**src/rtl/tagcfg_pkg.sv**
```systemverilog
package tagcfg_pkg;
  typedef enum logic [1:0] {
    OP_READ  = 2'b00,
    OP_WRITE = 2'b01,
    OP_SET   = 2'b10,
    OP_CLEAR = 2'b11
  } csr_op_e;

  typedef enum logic [1:0] {
    PRV_U = 2'b00,
    PRV_S = 2'b01,
    PRV_R = 2'b10,
    PRV_M = 2'b11
  } prv_e;

  localparam int NUM_EN_MASKS = 2;  // index 0 user, 1 supervisor
endpackage

```
**src/rtl/tagcfg_rst_sync.sv**
```systemverilog
module tagcfg_rst_sync #(
  parameter int STAGES = 2
) (
  input  logic clk,
  input  logic rst_n_i,
  output logic rst_n_o
);
  logic [STAGES-1:0] sync_q;

  always_ff @(posedge clk or negedge rst_n_i) begin
    if (!rst_n_i) sync_q <= '0;
    else          sync_q <= {sync_q[STAGES-2:0], 1'b1};
  end

  assign rst_n_o = sync_q[STAGES-1];
endmodule

```
**src/rtl/tagcfg_decode.sv**
```systemverilog
module tagcfg_decode
  import tagcfg_pkg::*;
#(
  parameter int             AW         = 12,
  parameter logic [AW-1:0]  M_VIEW     = 12'hBF0,
  parameter logic [AW-1:0]  S_VIEW     = 12'h9F0,
  parameter logic [AW-1:0]  U_VIEW     = 12'h8F0,
  parameter logic [AW-1:0]  U_EN_ADDR  = 12'h7F0,
  parameter logic [AW-1:0]  S_EN_ADDR  = 12'h7F1
) (
  input  logic          req,
  input  logic [1:0]    op,
  input  logic [AW-1:0] addr,
  input  logic [1:0]    priv,
  output logic          sel_m,
  output logic          sel_s,
  output logic          sel_u,
  output logic [NUM_EN_MASKS-1:0] sel_en,
  output logic          hit,
  output logic          illegal,
  output logic          wr_en
);
  logic [1:0] addr_prv;

  always_comb begin
    sel_m     = (addr == M_VIEW);
    sel_s     = (addr == S_VIEW);
    sel_u     = (addr == U_VIEW);
    sel_en[0] = (addr == U_EN_ADDR);
    sel_en[1] = (addr == S_EN_ADDR);
    hit       = sel_m | sel_s | sel_u | (|sel_en);
    addr_prv  = addr[9:8];
    illegal   = req & hit & (addr_prv > priv);
    wr_en     = req & hit & ~illegal & (csr_op_e'(op) != OP_READ);
  end
endmodule

```
**src/rtl/tagcfg_merge.sv**
```systemverilog
module tagcfg_merge
  import tagcfg_pkg::*;
#(
  parameter int W = 64
) (
  input  logic [1:0]   op,
  input  logic [W-1:0] cur,
  input  logic [W-1:0] operand,
  input  logic [W-1:0] wmask,
  output logic [W-1:0] nxt
);
  logic [W-1:0] computed;

  always_comb begin
    unique case (csr_op_e'(op))
      OP_SET:   computed = cur | operand;
      OP_CLEAR: computed = cur & ~operand;
      default:  computed = operand;
    endcase
    nxt = (computed & wmask) | (cur & ~wmask);
  end
endmodule

```
**src/rtl/tagcfg_csr.sv**
```systemverilog
module tagcfg_csr
  import tagcfg_pkg::*;
#(
  parameter int            XLEN      = 64,
  parameter int            AW        = 12,
  parameter logic [AW-1:0] M_VIEW    = 12'hBF0,
  parameter logic [AW-1:0] S_VIEW    = 12'h9F0,
  parameter logic [AW-1:0] U_VIEW    = 12'h8F0,
  parameter logic [AW-1:0] U_EN_ADDR = 12'h7F0,
  parameter logic [AW-1:0] S_EN_ADDR = 12'h7F1
) (
  input  logic            clk,
  input  logic            rst_n,
  input  logic            csr_req,
  input  logic [1:0]      csr_op,
  input  logic [AW-1:0]   csr_addr,
  input  logic [XLEN-1:0] csr_wdata,
  input  logic [1:0]      priv,
  output logic [XLEN-1:0] csr_rdata,
  output logic            csr_hit,
  output logic            csr_illegal,
  output logic [XLEN-1:0] tag_ctrl
);
  localparam logic [XLEN-1:0] ALL_ONES = {XLEN{1'b1}};

  logic rst_sync_n;
  logic sel_m, sel_s, sel_u, wr_en;
  logic [NUM_EN_MASKS-1:0] sel_en;

  logic [XLEN-1:0] ctrl_q, ctrl_d, ctrl_wmask;
  logic            ctrl_ce;
  logic [NUM_EN_MASKS-1:0][XLEN-1:0] en_q, en_d;
  logic [NUM_EN_MASKS-1:0]           en_ce;

  tagcfg_rst_sync #(.STAGES(2)) u_rst_sync (
    .clk     (clk),
    .rst_n_i (rst_n),
    .rst_n_o (rst_sync_n)
  );

  tagcfg_decode #(
    .AW(AW), .M_VIEW(M_VIEW), .S_VIEW(S_VIEW), .U_VIEW(U_VIEW),
    .U_EN_ADDR(U_EN_ADDR), .S_EN_ADDR(S_EN_ADDR)
  ) u_decode (
    .req     (csr_req),
    .op      (csr_op),
    .addr    (csr_addr),
    .priv    (priv),
    .sel_m   (sel_m),
    .sel_s   (sel_s),
    .sel_u   (sel_u),
    .sel_en  (sel_en),
    .hit     (csr_hit),
    .illegal (csr_illegal),
    .wr_en   (wr_en)
  );

  // Control word: the view picks the write-enable mask
  always_comb begin
    if (sel_m)      ctrl_wmask = ALL_ONES;
    else if (sel_s) ctrl_wmask = en_q[1];
    else            ctrl_wmask = en_q[0];
    ctrl_ce = wr_en & (sel_m | sel_s | sel_u);
  end

  tagcfg_merge #(.W(XLEN)) u_ctrl_merge (
    .op      (csr_op),
    .cur     (ctrl_q),
    .operand (csr_wdata),
    .wmask   (ctrl_wmask),
    .nxt     (ctrl_d)
  );

  always_ff @(posedge clk or negedge rst_sync_n) begin
    if (!rst_sync_n)  ctrl_q <= '0;
    else if (ctrl_ce) ctrl_q <= ctrl_d;
  end

  // Write-enable mask registers, machine-only, written in full
  for (genvar g = 0; g < NUM_EN_MASKS; g++) begin : g_en
    assign en_ce[g] = wr_en & sel_en[g];

    tagcfg_merge #(.W(XLEN)) u_en_merge (
      .op      (csr_op),
      .cur     (en_q[g]),
      .operand (csr_wdata),
      .wmask   (ALL_ONES),
      .nxt     (en_d[g])
    );

    always_ff @(posedge clk or negedge rst_sync_n) begin
      if (!rst_sync_n)    en_q[g] <= ALL_ONES;
      else if (en_ce[g])  en_q[g] <= en_d[g];
    end
  end

  // Read data: pre-update value, zero when not a legal hit
  always_comb begin
    csr_rdata = '0;
    if (csr_req && !csr_illegal) begin
      if (sel_m || sel_s || sel_u) csr_rdata = ctrl_q;
      else if (sel_en[0])          csr_rdata = en_q[0];
      else if (sel_en[1])          csr_rdata = en_q[1];
    end
  end

  assign tag_ctrl = ctrl_q;
endmodule

```
**config.mk**
```make
export PLATFORM = sky130hd
export DESIGN_NAME = tagcfg_csr
export DESIGN_NICKNAME = d
export VERILOG_FILES = /design/src/rtl/tagcfg_pkg.sv /design/src/rtl/tagcfg_rst_sync.sv /design/src/rtl/tagcfg_decode.sv /design/src/rtl/tagcfg_merge.sv /design/src/rtl/tagcfg_csr.sv
export SDC_FILE = /design/constraint.sdc
export NUM_CORES = 1
export LEC_CHECK = 0
export ABC_AREA = 1
export BUFFER_PORTS_ARGS = -buffer_cell sky130_fd_sc_hd__buf_2
export CORE_ASPECT_RATIO = 1.75
export CORE_UTILIZATION = 40
export DETAILED_ROUTE_END_ITERATION = 6
export SLEW_MARGIN = 30
export SYNTH_ARGS = -nofsm -noshare
export SYNTH_HDL_FRONTEND = slang
export SYNTH_SLANG_ARGS = --single-unit
```
**constraint.sdc**
```tcl
create_clock -name clk -period 10.6 [get_ports clk]
set_clock_uncertainty 0.2 [all_clocks]
set_input_delay 1.06 -clock clk [delete_from_list [all_inputs] [get_ports clk]]
set_output_delay 1.06 -clock clk [all_outputs]
set_load 0.01 [all_outputs]
```
Word level (Yosys, flattened, before mapping)
Cells that the tools add are included.
W data, S select, Z words.
{ "word_totals": {"register_bits": 194, "out_inout_bits": 130, "elab_cells": 49} }
{ "op_classes": {"magnitude_cmp": 1, "n_eq_ne": 7, "muxes": 9, "n_bitwise": 22, "n_reduce_logical": 6} }
{ "op_table": {"columns": ["op", "n"], "rows": [
  ["$mux W64", 6],
  ["$pmux W64 S2", 3],
  ["$and A64 B64 Y64", 5],
  ["$or A64 B64 Y64", 4],
  ["$not A64 Y64", 2],
  ["$eq A12 B12 Y1 const B", 3],
  ["$eq A12 B11 Y1 const B", 2],
  ["$and A1 B1 Y1", 7],
  ["$eq A2 B2 Y1 const B", 2],
  ["$or A1 B1 Y1", 3],
  ["$gt A2 B2 Y1", 1],
  ["$logic_or A1 B1 Y1", 2],
  ["$reduce_bool A2 Y1", 1],
  ["$reduce_or A2 Y1", 1],
  ["$logic_and A1 B1 Y1", 1],
  ["$logic_not A1 Y1", 1],
  ["$not A1 Y1", 1]
]} }

Longest topological paths before layout
Gate-level depths: netlist of run 1.
{ "depth": {"depth_word": 10, "mapped_depth": 12} }

By module
A second synthesis of run 1 with hierarchy kept.
{ "hier_totals": {"cells_unflattened": 2913, "area_unflattened_um2": 16348.2} }
{ "by_module_without_submodules": {"columns": ["mod", "instances", "cells_per_inst", "area_per_inst_um2", "seq_area_each_um2"], "rows": [
  ["tagcfg_csr", 1, 1673, 11129.4, 4964.8],
  ["tagcfg_merge", 3, 398, 1647.8, 0.0],
  ["tagcfg_decode", 1, 43, 221.5, 0.0],
  ["tagcfg_rst_sync", 1, 3, 53.8, 50.0]
]} }

Least setup slack after synthesis of run 1
OpenSTA, ideal clock, no wires.
{ "synth_path": {"path_kind": "input to output", "startpoint": "input csr_addr[8]", "endpoint": "output csr_rdata[10]", "arrival_ns": 2.298, "required_ns": 9.340, "setup_slack_ns": 7.042, "stages": 8, "n_path_buf": 1, "cell_sequence": "inv_1 ha_1 nand2_1 a21boi_0 inv_1 o21ai_2 buf_4 nor2_1"} }
{ "synth_via": {"elab_chain_cells": 9, "elab_cells_between_ends": 20} }
{ "synth_lines": {"columns": ["element", "line_no", "rtl"], "rows": [
  ["from (decl)", "tagcfg_csr.sv:16", "input logic [AW-1:0] csr_addr,"],
  ["$eq A12 B12 Y1 (on tied branches)", "tagcfg_decode.sv:26, tagcfg_decode.sv:27", null],
  ["$or A1 B1 Y1 (3 in series)", "tagcfg_decode.sv:31", "hit = sel_m | sel_s | sel_u | (|sel_en);"],
  ["$and A1 B1 Y1 (2 in series)", "tagcfg_decode.sv:33", "illegal = req & hit & (addr_prv > priv);"],
  ["$logic_not A1 Y1", "tagcfg_csr.sv:100", "if (csr_req && !csr_illegal) begin"],
  ["$logic_and A1 B1 Y1", "tagcfg_csr.sv:100", null],
  ["$mux W64 (*)", "tagcfg_csr.sv:100", null],
  ["to (decl)", "tagcfg_csr.sv:19", "output logic [XLEN-1:0] csr_rdata,"]
]} }
Mark *: on every way between the ends. The rest lies on a longest branch, timed or not.

Worst setup path in the final report of run 1
{ "layout_path": {"startpoint": "input csr_addr[9]", "endpoint": "output csr_rdata[9]"} }
Same word-level chain as after synthesis.

==> impl_metrics.yaml, run 1 <==
setup_path:
  timing.critical_path.to_type: "output pin"
  path_class: "in2out"
  critPathRequiredTime_ps: 9340
  r2r_cells: 1
  cp_max_fo: 35
  setup.worst_path.start_class: "input port"
  critical_path_arrival_ps: 3650
sta:
  report.final.slew_viol_count: 0
  fin_ws_ps: 5687
  fin_hold_ws_ps: 120.8
  fmaxAchievable_mhz: 203.5
  timing_hold_violations_final: 0
  totalNegativeSetupSlack_ps: 0
  min_period_over_period: 0.4635
  slew_headroom: 0.3151
  setup-violations-final: 0
  period_needed_ps: 4913
  worst_slew_pin_slew_ps: 1027
  setup_repair_after_global_routing_missed_its_margin: "false"
floorplanning:
  die_height_um: 236.1
  dieWidth_um: 135.8
  initial_core_utilization: 0.4074
  dieArea_sq_um: 32050
  coreArea_sq_um: 30740
  floorplan.io_pins: 213
  placement_rows: 85
pwr:
  net_sw_frac: 0.2465
  pwr-share-seq: 0.472
  power.share.combinational: 0.076
  pwr-share-clk: 0.451
  ir_drop_uv: 122.9
  report.power.total_w: 0.001580
  p_int_w: 0.001190
  power.switching_w: 0.0003893
  leakage_nw: 8.606
  power_density_nw_per_um2: 109.6
routing:
  wl_per_cell_um: 16.38
  total_wire_length_um: 40590
  routed_via_density: 5.359
  drc: 0
  route.vias.total: 13280
  route.antenna.remaining_nets: 0
  drtPass1Iterations: 5
  dr.first_iter.drc_count: 710
clocking:
  post-cts-setup-buffers: 0
  cts_sinks: 194
  cts-root-to-sink-buffers: 2
  cts_tree: "yes"
  cts_root_buffer: "sky130_fd_sc_hd__clkbuf_16"
  cts.repair.resized: 0
  cts.htree.levels: 4
  hold_buffers: 0
  tritoncts.num_buffers: 17
  clkLatencyLatePin_ps: 460
  clk_pin_slew_ps: 70
synth:
  synthesis.instances: 1938
  post-synth-top-area-cell: "sky130_fd_sc_hd__dfstp_2"
  ys_top_cells_by_area: "sky130_fd_sc_hd__dfstp_2 (27%), sky130_fd_sc_hd__nor2_1 (14%), sky130_fd_sc_hd__dfrtp_1 (13%), sky130_fd_sc_hd__nand2_1 (10%), sky130_fd_sc_hd__a21oi_1 (7.7%)"
  yosysWarningCount: 0
  synthDistinctLibCells: 26
  sequential_fraction_of_the_synthesis_area: 0.4005
  syn-num-nets: 2023
  synth_top_cell_area_share: 0.2686
  synthesis.area_sq_um: 12520
  synth_area_per_cell_sq_um: 6.461
  postSynthRegisterBits: 194
final_layout:
  area_growth_pct: 15.15
  layout.cells.most_common: "sky130_fd_sc_hd__nor2_1"
  most-common-layout-cells: "sky130_fd_sc_hd__nor2_1 (453), sky130_fd_sc_hd__nand2_1 (334), sky130_fd_sc_hd__buf_2 (211), sky130_fd_sc_hd__inv_1 (204), sky130_fd_sc_hd__a21oi_1 (192)"
  finalNetCount: 2158
  post_route_cells_drive_above_1_share: 0.1946
global_route:
  grt_util_overall: 0.2606
  first_global_vias: 12840
  grt_max_degree: 91
  grt_pass1_wl_um: 64770
  grt-ovfl-total: 0
  antenna_found_initial: 2
placement:
  detailedPlacementHpwl_um: 24020
  port-buffer-count: 212
  finalWeightedCongestion: 0.8022
  preCtsSetupSlack_ps: 5715
run_status:
  run_status: "completed"
hold_path:
  worstHoldPathType: "reg2async"
run:
  drv_cap: 0
==> routing by layer <==
metal / wire [um] / up-vias / share of wire / global-route usage
met5: 0 / - / 0 / 0
met4: 1421 / 0 / 0.035 / 0.1226
met3: 2023 / 73 / 0.050 / 0.03890
met2: 20550 / 375 / 0.51 / 0.4600
met1: 16590 / 6358 / 0.41 / 0.3033
li1: - / 6473 / - / -
==> final timing paths <==
check                                             to                 start  slack, ps
min in group clk                u_rst_sync.sync_q[1]  u_rst_sync.sync_q[0]        170
worst max-delay path                    csr_rdata[9]           csr_addr[9]       5690
worst min register to register             async pin  u_rst_sync.sync_q[1]        120
max in group asynchronous                  async pin  u_rst_sync.sync_q[1]       8830
worst min-delay path                       async pin  u_rst_sync.sync_q[1]        120
worst max register to register             async pin  u_rst_sync.sync_q[1]       8830
==> kinds of logic (layout without fill, tap and decap cells) <==
group | count (synthesis) | in the layout | share of synthesized area
compound gates | 386 | 386 | 0.1579
fa+ha+maj | 2 | 2 | 0.001998
buf+inv | 322 | 470 | 0.1028
flops | 194 | 194 | 0.4005
other cells | 1 | 2 | 0.0002995
simple gates | 1033 | 1033 | 0.3365
==> area by class of cell <==
class / instances / area, sq um
clock inverters: 10 / 156.4
diodes: 1 / 2.502
flip-flops and latches: 194 / 5019
inverters: 206 / 773.2
repair buffers: 232 / 1237
well taps: 391 / 489.2
multi-input cells: 1422 / 6267
fillers: 3253 / 16320
clock buffers: 22 / 474.2
==> metrics by stage <==
| step | cells | cell area, sq um | utilization |
|---|---|---|---|
| after floorplan | 1938 | 12520 | - |
| after global placement | 2444 | 13750 | 0.4473 |
| after detailed placement | 2445 | 13780 | 0.4482 |
| after CTS | 2477 | 14410 | 0.4688 |
| after global routing | 2478 | 14420 | 0.4691 |
| final | 2478 | 14420 | 0.4691 |
==> power by group through the flow <==
stage,logic [W],clock network [W],registers [W]
floorplan,0.0000664,0,0.000765
global placement,0.000115,0,0.000761
detailed placement,0.000120,0,0.000758
CTS,0.000121,0.000732,0.000746
global route,0.000138,0.000753,0.000746
finish,0.000121,0.000713,0.000746
==> worst max-delay path, cell delays in order <==
cell,delay (ps)
sky130_fd_sc_hd__buf_2,110
sky130_fd_sc_hd__nand2_1,110
sky130_fd_sc_hd__nor3_2,280
sky130_fd_sc_hd__nand2_1,150
sky130_fd_sc_hd__nor2_4,100
sky130_fd_sc_hd__buf_4,470
sky130_fd_sc_hd__inv_2,490
sky130_fd_sc_hd__o22ai_1,430
sky130_fd_sc_hd__a21oi_1,80
sky130_fd_sc_hd__nor2_1,160
sky130_fd_sc_hd__buf_2,150
==> synthesized netlist by cell type <==
cell type,n
sky130_fd_sc_hd__dfstp_2,128
sky130_fd_sc_hd__o21ai_2,1
sky130_fd_sc_hd__nor3_2,1
sky130_fd_sc_hd__inv_1,205
sky130_fd_sc_hd__o21ai_0,161
sky130_fd_sc_hd__buf_2,45
sky130_fd_sc_hd__nor2_4,1
sky130_fd_sc_hd__nand2_2,1
sky130_fd_sc_hd__dfrtp_1,66
sky130_fd_sc_hd__nor2_2,2
sky130_fd_sc_hd__nand2_1,335
sky130_fd_sc_hd__clkbuf_1,46
sky130_fd_sc_hd__o22ai_1,31
sky130_fd_sc_hd__nand4_1,5
sky130_fd_sc_hd__a21boi_0,1
sky130_fd_sc_hd__nor3_1,64
sky130_fd_sc_hd__nand3_1,166
sky130_fd_sc_hd__nor3_4,1
sky130_fd_sc_hd__nor2_1,456
sky130_fd_sc_hd__and2_1,1
sky130_fd_sc_hd__buf_1,19
sky130_fd_sc_hd__a21oi_1,192
sky130_fd_sc_hd__inv_2,1
sky130_fd_sc_hd__ha_1,2
sky130_fd_sc_hd__buf_4,6
sky130_fd_sc_hd__conb_1,1
(Power assumes the default switching activity.)
==> inputs of run 2 (changes only) <==
clock period = 4.8 ns   (was 10.6 ns; I/O delays follow)
==> run 2 against run 1 <==
Combinational power up 120%. Via count decreased by 0.18%. Wire length increased by 1.1%. Power is 120% higher. Register-to-register slack got worse by 5600 ps. Worst hold slack worse by 15 ps. Critical path type unchanged. Largest cell class unchanged. Largest power group unchanged.
==> impl_metrics.yaml, run 2 (synthesized netlist as in run 1, its figures left out) <==
setup_path:
  critPathRequiredTime_ps: 4120
  reg2reg_from: "u_rst_sync.sync_q[1]"
  timing.critical_path.to_type: "output pin"
  critical_path_arrival_ps: 2880
  cp_max_fo: 30
  worst_setup_path_startpoint: "csr_addr[9]"
  path_class: "in2out"
  critPathCapture: "csr_rdata[25]"
  reg2reg_slack_ps: 3260
  setup.worst_path.start_class: "input port"
  r2r_cells: 1
final_layout:
  layout.cells.most_common: "sky130_fd_sc_hd__nor2_1"
  antenna_cells: 0
  area_growth_pct: 15.94
  post_route_cells_drive_above_1_share: 0.1956
  finalNetCount: 2163
  final_std_cells_w_o_fill: 2482
  most-common-layout-cells: "sky130_fd_sc_hd__nor2_1 (453), sky130_fd_sc_hd__nand2_1 (334), sky130_fd_sc_hd__buf_2 (211), sky130_fd_sc_hd__inv_1 (204), sky130_fd_sc_hd__a21oi_1 (192)"
global_route:
  grt_util_overall: 0.2649
  grt_pass1_wl_um: 65600
  antenna_found_initial: 1
  first_global_vias: 12690
  grt-ovfl-total: 0
  grt_max_degree: 129
pwr:
  ir_drop_uv: 269.1
  power_density_nw_per_um2: 235.8
  report.power.total_w: 0.003424
  leakage_nw: 8.635
run_status:
  run_status: "completed"
routing:
  dr.first_iter.drc_count: 900
  route.vias.total: 13260
  route.antenna.remaining_nets: 0
  wl_per_cell_um: 16.52
  drtPass1Iterations: 5
  total_wire_length_um: 41010
  drc: 0
  routed_via_density: 5.340
sta:
  slew_headroom: 0.3287
  worst_slew_pin_slew_ps: 1003
  min_period_over_period: 0.7420
  setup-violations-final: 0
  report.final.slew_viol_count: 0
  fmaxAchievable_mhz: 280.8
  totalNegativeSetupSlack_ps: 0
  setup_repair_after_global_routing_missed_its_margin: "false"
  period_needed_ps: 3562
  timing_hold_violations_final: 0
  fin_ws_ps: 1238
floorplanning:
  initial_core_utilization: 0.4074
  dieWidth_um: 135.8
  die_height_um: 236.1
  dieArea_sq_um: 32050
  floorplan.io_pins: 213
  placement_rows: 85
  coreArea_sq_um: 30740
placement:
  finalWeightedCongestion: 0.7990
  preCtsSetupSlack_ps: 1262
  detailedPlacementHpwl_um: 25480
  port-buffer-count: 212
  post-place-cells: 2447
clocking:
  clk_pin_slew_ps: 70
  cts_root_buffer: "sky130_fd_sc_hd__clkbuf_16"
  clkLatencyLatePin_ps: 450
  cts-root-to-sink-buffers: 2
  cts.repair.resized: 0
  cts_tree: "yes"
  tritoncts.num_buffers: 17
  cts_sinks: 194
  cts.htree.levels: 4
hold_path:
  worstHoldPathType: "reg2async"
run:
  drv_cap: 0
run 2: stage by stage:
step                      area, sq um  hold WS (ps)    util
after CTS                       14470         118.2  0.4708
after global routing            14520         118.5  0.4723
final                           14520         106.0  0.4723
after detailed placement        13850         68.83  0.4508
after floorplan                 12520        -15.59       -
after global placement          13850         68.44  0.4508
run 2: how the worst min path moves through the flow:
stage	end	from	slack, ps
2_1_floorplan	u_rst_sync.sync_q[0]	rst_n	-20
3_3_place_gp	u_rst_sync.sync_q[0]	rst_n	70
3_5_place_dp	u_rst_sync.sync_q[0]	rst_n	70
4_1_cts	u_rst_sync.sync_q[1]	rst_n	120
5_1_grt	u_rst_sync.sync_q[1]	rst_n	120
6_report	async pin	u_rst_sync.sync_q[1]	110
run 2: power breakdown:
| group | internal, W | leakage [nW] | switching (W) |
|---|---|---|---|
| Combinational | 0.0000768 | 6.07 | 0.000191 |
| Sequential | 0.00164 | 2.26 | 0.00000635 |
| Clock | 0.000858 | 0.300 | 0.000651 |
run 2: repair_timing:
| action | 4_1_cts | 5_1_grt |
|---|---|---|
| buffers inserted | 0 | 0 |
| endpoints found under the hold margin | 2 | 0 |
| hold buffers | 1 | 0 |
run 2: final cells by class:
class / instances / area (sq um)
Fill cell: 3221 / 16220
Multi-Input combinational cell: 1422 / 6270
Sequential cell: 194 / 5019
Timing Repair Buffer: 237 / 1361
Inverter: 206 / 773.2
Tap cell: 391 / 489.2
Clock buffer: 22 / 474.2
Clock inverter: 10 / 131.4
run 2: layer usage:
metal,GRT usage,part of all wire,vias up
met5,0,0.00032,-
met4,0.1113,0.033,2
met3,0.03482,0.046,60
met2,0.4607,0.50,361
met1,0.3227,0.42,6343
li1,-,-,6489
run 2: worst max-delay path, cell delays in order:
cell	delay, ps
sky130_fd_sc_hd__buf_2	110
sky130_fd_sc_hd__nand2_1	110
sky130_fd_sc_hd__nor3_2	270
sky130_fd_sc_hd__nand3_2	730
sky130_fd_sc_hd__buf_4	500
sky130_fd_sc_hd__buf_4	200
sky130_fd_sc_hd__o21ai_0	170
sky130_fd_sc_hd__a21oi_1	70
sky130_fd_sc_hd__nor2_1	90
sky130_fd_sc_hd__buf_2	140
